## src/rtl/posn_hold_pkg.sv

```systemverilog
package posn_hold_pkg;

   typedef enum logic {
      PICK_LOW  = 1'b0,
      PICK_HIGH = 1'b1
   } byte_pick_e;

   function automatic int unsigned cnt_width(input int unsigned limit);
      return (limit < 2) ? 1 : $clog2(limit + 1);
   endfunction

endpackage

```

## src/rtl/posn_hold_ctrl.sv

```systemverilog
module posn_hold_ctrl #(
   parameter int unsigned SETTLE_CYC = 4
) (
   input  logic clk,
   input  logic rst_n,
   input  logic hold_n,
   output logic refresh_o,
   output logic valid_o
);
   import posn_hold_pkg::*;

   localparam int unsigned CNT_W = cnt_width(SETTLE_CYC);
   localparam logic [CNT_W-1:0] LIMIT = CNT_W'(SETTLE_CYC);

   logic             hold_prev_q;
   logic [CNT_W-1:0] settle_q;

   initial begin
      if (SETTLE_CYC < 1) $error("SETTLE_CYC must be at least 1");
   end

   // Release detector: a held edge followed by a free edge gives a single strobe.
   always_ff @(posedge clk or negedge rst_n) begin
      if (!rst_n) begin
         hold_prev_q <= 1'b1;
         refresh_o   <= 1'b0;
      end else begin
         hold_prev_q <= hold_n;
         refresh_o   <= hold_n & ~hold_prev_q;
      end
   end

   // Settle counter: saturates at the limit while hold is asserted.
   always_ff @(posedge clk or negedge rst_n) begin
      if (!rst_n) begin
         settle_q <= '0;
      end else if (hold_n) begin
         settle_q <= '0;
      end else if (settle_q != LIMIT) begin
         settle_q <= settle_q + 1'b1;
      end
   end

   assign valid_o = ~hold_n & (settle_q == LIMIT);

endmodule

```

## src/rtl/posn_word_latch.sv

```systemverilog
module posn_word_latch #(
   parameter int unsigned RES_BITS = 16,
   parameter int unsigned WORD_W   = 16
) (
   input  logic                clk,
   input  logic                rst_n,
   input  logic                load,
   input  logic [RES_BITS-1:0] cnt_val,
   output logic [WORD_W-1:0]   word_q
);
   logic [WORD_W-1:0] padded;

   initial begin
      if (RES_BITS < 1 || RES_BITS > WORD_W)
         $error("RES_BITS must lie between 1 and WORD_W");
   end

   generate
      if (RES_BITS == WORD_W) begin : g_full
         assign padded = cnt_val;
      end else begin : g_pad
         assign padded = {{(WORD_W-RES_BITS){1'b0}}, cnt_val};
      end
   endgenerate

   always_ff @(posedge clk or negedge rst_n) begin
      if (!rst_n)    word_q <= '0;
      else if (load) word_q <= padded;
   end

endmodule

```

## src/rtl/posn_byte_steer.sv

```systemverilog
module posn_byte_steer #(
   parameter int unsigned BYTE_W = 8
) (
   input  logic [2*BYTE_W-1:0] word,
   input  logic                oe_n,
   input  logic                bsel,
   output logic [BYTE_W-1:0]   hi_d,
   output logic                hi_oe,
   output logic [BYTE_W-1:0]   lo_d,
   output logic                lo_oe
);
   import posn_hold_pkg::*;

   logic [BYTE_W-1:0] low_b, high_b, hi_pick;
   byte_pick_e        pick;

   assign low_b  = word[BYTE_W-1:0];
   assign high_b = word[2*BYTE_W-1:BYTE_W];
   assign pick   = byte_pick_e'(bsel);

   always_comb begin
      unique case (pick)
         PICK_HIGH: hi_pick = high_b;
         default:   hi_pick = low_b;
      endcase
   end

   assign hi_oe = ~oe_n;
   assign lo_oe = ~oe_n;
   assign hi_d  = oe_n ? '0 : hi_pick;
   assign lo_d  = oe_n ? '0 : low_b;

endmodule

```

## src/rtl/posn_hold_latch.sv

```systemverilog
module posn_hold_latch #(
   parameter int unsigned BYTE_W     = 8,
   parameter int unsigned RES_BITS   = 16,
   parameter int unsigned SETTLE_CYC = 4
) (
   input  logic                clk,
   input  logic                rst_n,
   input  logic [RES_BITS-1:0] cnt_val,
   input  logic                cnt_upd,
   input  logic                hold_n,
   input  logic                oe_n,
   input  logic                bsel,
   output logic                refresh_req,
   output logic                data_valid,
   output logic [BYTE_W-1:0]   hi_d,
   output logic                hi_oe,
   output logic [BYTE_W-1:0]   lo_d,
   output logic                lo_oe
);
   localparam int unsigned WORD_W = 2 * BYTE_W;

   logic              load;
   logic [WORD_W-1:0] latch_word;

   initial begin
      if (BYTE_W < 1) $error("BYTE_W must be at least 1");
   end

   posn_hold_ctrl #(.SETTLE_CYC(SETTLE_CYC)) u_ctrl (
      .clk       (clk),
      .rst_n     (rst_n),
      .hold_n    (hold_n),
      .refresh_o (refresh_req),
      .valid_o   (data_valid)
   );

   assign load = (hold_n & cnt_upd) | refresh_req;

   posn_word_latch #(.RES_BITS(RES_BITS), .WORD_W(WORD_W)) u_latch (
      .clk     (clk),
      .rst_n   (rst_n),
      .load    (load),
      .cnt_val (cnt_val),
      .word_q  (latch_word)
   );

   posn_byte_steer #(.BYTE_W(BYTE_W)) u_steer (
      .word  (latch_word),
      .oe_n  (oe_n),
      .bsel  (bsel),
      .hi_d  (hi_d),
      .hi_oe (hi_oe),
      .lo_d  (lo_d),
      .lo_oe (lo_oe)
   );

endmodule

```

## config.mk

```make
export PLATFORM = sky130hd
export DESIGN_NAME = posn_hold_latch
export DESIGN_NICKNAME = d
export VERILOG_FILES = /design/src/rtl/posn_hold_pkg.sv /design/src/rtl/posn_hold_ctrl.sv /design/src/rtl/posn_word_latch.sv /design/src/rtl/posn_byte_steer.sv /design/src/rtl/posn_hold_latch.sv
export SDC_FILE = /design/constraint.sdc
export NUM_CORES = 1
export LEC_CHECK = 0
export CAP_MARGIN = 20
export CORE_ASPECT_RATIO = 1.25
export CORE_MARGIN = 4
export CORE_UTILIZATION = 35
export DETAILED_ROUTE_END_ITERATION = 6
export PLACE_DENSITY = 0.7
export SLEW_MARGIN = 20
export SYNTH_ARGS = -nofsm -noshare
export SYNTH_HDL_FRONTEND = slang
export SYNTH_SLANG_ARGS = --single-unit
```

## constraint.sdc

```tcl
create_clock -name clk -period 2.2 [get_ports clk]
set_input_delay 0.66 -clock clk [delete_from_list [all_inputs] [get_ports clk]]
set_output_delay 0.66 -clock clk [all_outputs]
set_load 0.05 [all_outputs]
```

# Word level (Yosys, flattened, before mapping)
# Index checks and enable logic that the tools add are counted.
dict set report word_totals {
  output_inout_bits 20
  register_bits 21
  wordCells 20
  in_bits 22
}
dict set report op_classes {
  n_mux 5
  n_addsub 1
  n_bitwise 7
  n_reduce_logical 1
  n_eq_ne 2
}
# cell n
set ops {}
lappend ops {{$mux W8} 3}
lappend ops {{$mux W3} 2}
lappend ops {{$add A3 B1 Y3 const B} 1}
lappend ops {{$and A1 B1 Y1} 3}
lappend ops {{$eq A3 B3 Y1 const B} 1}
lappend ops {{$ne A3 B3 Y1 const B} 1}
lappend ops {{$not A1 Y1} 3}
lappend ops {{$reduce_bool A2 Y1} 1}
lappend ops {{$or A1 B1 Y1} 1}

# Depth between registers and ports, before layout
dict set report depth {
  depth_word 3
  mapped_depth 4
  depth_no_buf 4
}

# Modules after synthesis
# Synthesis repeated with hierarchy kept, for this count alone.
dict set report hier_totals {
  hier_cells 84
  area_unflattened_um2 1083.5
}
# module area_per_inst_um2 seq_area_each_um2 n_inst cells_per_inst
set modules_own_cells {}
lappend modules_own_cells {posn_word_latch 649.4 400.4 1 34}
lappend modules_own_cells {posn_hold_ctrl 234.0 126.4 1 21}
lappend modules_own_cells {posn_byte_steer 192.7 0.0 1 28}
lappend modules_own_cells {posn_hold_latch 7.5 0.0 1 1}

# Worst setup path after synthesis
# OpenSTA, ideal clock, no wires.
dict set report synth_timing {
  path_kind {in2out}
  startpoint {in bsel}
  endpoint {out hi_d[0]}
  slack_ps -73
  arrival_time_ps 1613
  path_buffers 1
  cell_stages 3
  required_time_ps 1540
  path_cell_list {buf_2 -> mux2i_1 -> nor2_1}
}
dict set report synth_via {
  elab_chain_len 2
}
# item line
set synth_lines {}
lappend synth_lines {{start: declaration} posn_hold_latch.sv:12} ;# input logic bsel,
lappend synth_lines {{$mux W8} posn_byte_steer.sv:22} ;# unique case (pick)
lappend synth_lines {{$mux W8} posn_byte_steer.sv:30} ;# assign hi_d = oe_n ? '0 : hi_pick;
lappend synth_lines {{end: declaration} posn_hold_latch.sv:15} ;# output logic [BYTE_W-1:0] hi_d,
# Every way passes these cells.

# Final worst setup path
dict set report layout_timing {
  startpoint {in oe_n}
  endpoint {out lo_d[2]}
}
dict set report layout_via {
  elab_chain_len 1
}
# item line
set layout_lines {}
lappend layout_lines {{start: declaration} posn_hold_latch.sv:11} ;# input logic oe_n,
lappend layout_lines {{$mux W8} posn_byte_steer.sv:31} ;# assign lo_d = oe_n ? '0 : low_b;
lappend layout_lines {{end: declaration} posn_hold_latch.sv:17} ;# output logic [BYTE_W-1:0] lo_d,
# Every way passes these cells.

==> flow_summary.json <==
{
  "status": "finished with violations",
  "violations": "setup timing",
  "fin_skew_ns": 0.00217,
  "drtPass1Iterations": 2,
  "postCtsSetupBuffers": 0,
  "nets": 155,
  "setup_viol": 1,
  "fp.coreArea_mm2": 0.00292,
  "drv_cap": 0,
  "r2r_slack_ns": 1.01,
  "fmax_ghz": 0.451,
  "finalCritPeriodShare_pct": 101,
  "clockRootBuffer": "clkbuf_4",
  "netlist_instances": 83,
  "layout_commonest_cell": "buf_12",
  "endpoint_kind": "output port",
  "start_kind": "input port",
  "yosysWarnings": 0,
  "dp_hpwl_um": 1840,
  "cellLeakagePower_uw": 0.000842,
  "crit_arrival_ns": 1.56,
  "drc": 0,
  "synth_nets": 107,
  "finalSetupTns_ns": -0.0189,
  "cts_buffers": 3,
  "r2r-end": "u_latch.word_q[1]$_DFFE_PN0P_",
  "h-tree-depth": 1,
  "synth_compound_area_share_pct": 4.16,
  "required_ns": 1.54,
  "die_w_um": 57.1,
  "synth-xor-area-share_pct": 0,
  "synth_seq_area_share_pct": 50.0,
  "hp-class": "register to register",
  "crit_family": "buffers and inverters",
  "syn2layout_area_growth_pct": 77.1,
  "grt_pass1_vias": 871,
  "routedWlPerCell_um": 14.8,
  "cts_buffer_depth": 2,
  "grt_usage_pct": 13.8,
  "path_max_fanout": 8,
  "synth-simple-area-share_pct": 11.5,
  "crit_buf_inv": 3,
  "placementRows": 22,
  "hold_violations": 0,
  "reg2reg_from": "u_ctrl.refresh_o$_DFF_PN0_",
  "initial_core_util_pct": 36.1,
  "fin_crit_ns": 2.22,
  "synth_top_family_by_area": "multiplexers",
  "drt_iter0_drc": 13,
  "synth-seq-cells": 21,
  "maxSlewViolCount": 0,
  "most-common-layout-cells": "buf_12, dfrtp_1, clkdlybuf4s50_1",
  "syn_area_mm2": 0.00105,
  "cp_slowest_cell": "bufbuf_16",
  "post_drt_via_cell_ratio": 4.72,
  "synthDistinctLibCells": 21,
  "relSlewSlack_pct": 79.6,
  "muxShareOfSynthArea_pct": 28.3,
  "antenna_found_initial": 0,
  "p_total_uw": 1160,
  "min-delay-start": "u_ctrl.hold_prev_q$_DFF_PN1_",
  "path_clk_slew_ns": 0.11,
  "hold_end": "u_ctrl.refresh_o$_DFF_PN0_",
  "ff2ff_path_depth": 3,
  "synth_fa_ha_area_share_pct": 2.38,
  "antenna_cells": 0,
  "gp_congestion": 0.677,
  "grt_first_pass_wirelength_um": 4250,
  "max_stage_delay_ns": 0.29,
  "dieHeight_um": 69.3,
  "vdd_drop_max_uv": 384,
  "insertion_delay_ns": 0.30,
  "crit_chain": "dlygate4sd2_1 -> bufbuf_16 -> nor2b_2 -> buf_12",
  "grt_setup_unrepaired": "yes",
  "synth_top_area_cell": "dfrtp_1",
  "grt-ovfl-total": 0,
  "powerDensity_mw_per_mm2": 622,
  "ant_nets": 0,
  "drive_gt1_share_pct": 53.1,
  "fin_cells": 166,
  "io_buffers": 41,
  "min_path_cells": 1,
  "synth_area_per_cell_um2": 12.7,
  "yosysTopAreaCellShare_pct": 47.5,
  "dp.cells": 161,
  "grt_max_degree": 17,
  "setup_ws_ns": -0.0189,
  "yosys-top-cells-area": "dfrtp_1, mux2_4, mux2i_1, mux2_2, nor2b_1",
  "clock-sinks": 21,
  "wl_um": 2450,
  "die-area_mm2": 0.00396,
  "tightest_slew_ns": 0.305,
  "ios": 42,
  "critPathKind": "input port to output port",
  "cts_tree": "built",
  "crit_cells": 4,
  "vias": 784
}
==> metal layers <==
layer	up-vias	global-route usage (%)	share of wire (%)
met5	-	0	0
met4	0	4.64	0.65
met3	2	2.42	3.6
met2	17	24.3	57
met1	389	16.6	39
li1	376	-	-
==> worst reg2reg max path, stage by stage, from the launching register on <==
cell and delay, ns:
dfrtp_1 0.42, a21oi_4 0.14, buf_12 0.18, mux2_2 0.35
==> cell type report <==
type | instances | area, um^2
repair buffers | 47 | 704
well taps | 36 | 45.0
multi-input cells | 55 | 551
clock inverters | 1 | 5.00
clock buffers | 3 | 22.5
inverters | 3 | 11.3
flip-flops and latches | 21 | 527
fillers | 234 | 1050
==> kinds of logic after synthesis <==
family,after synthesis
and+or+nand+nor,24
adders and majority gates,2
buffers and inverters,7
DFF,21
muxes,24
AOI/OAI and AO/OA,5
==> worst max-delay path by stage <==
stage | from | endpoint
2_1_floorplan | bsel | hi_d[4]
3_3_place_gp | bsel | hi_d[0]
3_5_place_dp | bsel | hi_d[6]
4_1_cts | oe_n | hi_d[2]
5_1_grt | oe_n | lo_d[2]
6_report | oe_n | lo_d[2]
==> cells in the mapped netlist, drive strengths merged <==
cell,number
nor2b,9
nor3,1
ha,2
nand2,1
nor2,10
a21bo,1
a21o,1
nand3,2
buf,3
inv,3
a21oi,3
mux2,16
mux2i,8
dfstp,1
clkbuf,1
dfrtp,20
and3b,1
==> timing repair <==
item | 4_1_cts | 5_1_grt
endpoints found under the hold margin | 0 | 0
pin swaps | 0 | 1
endpoints found under the setup margin | 18 | 9
cloned | 1 | 0
hold buffers | 0 | 0
resized for setup | 14 | 6
==> power breakdown <==
part | switching, uW | leakage [uW] | internal, uW
Clock | 115 | 0.0000177 | 67.7
Sequential | 35.3 | 0.000250 | 434
Combinational | 233 | 0.000575 | 276
Total | 383 | 0.000842 | 778
==> through the flow <==
stage | worst slack, ns | hold WS (ns) | cell area, um^2 | util [%]
2_1_floorplan | -0.0735 | 0.364 | 1070 | -
4_1_cts | 0.00399 | 0.518 | 1850 | 63.3
3_5_place_dp | -0.220 | 0.486 | 1760 | 60.2
3_3_place_gp | -0.217 | 0.474 | 1760 | 60.2
6_report | -0.0189 | 0.508 | 1870 | 63.9
5_1_grt | -0.0209 | 0.545 | 1870 | 63.9
==> state kept, by name, indices dropped and copies added (netlist names) <==
register            count
u_latch.word_q         16
u_ctrl.settle_q         3
u_ctrl.hold_prev_q      1
u_ctrl.refresh_o        1
Power figures use the tool's default switching activity.
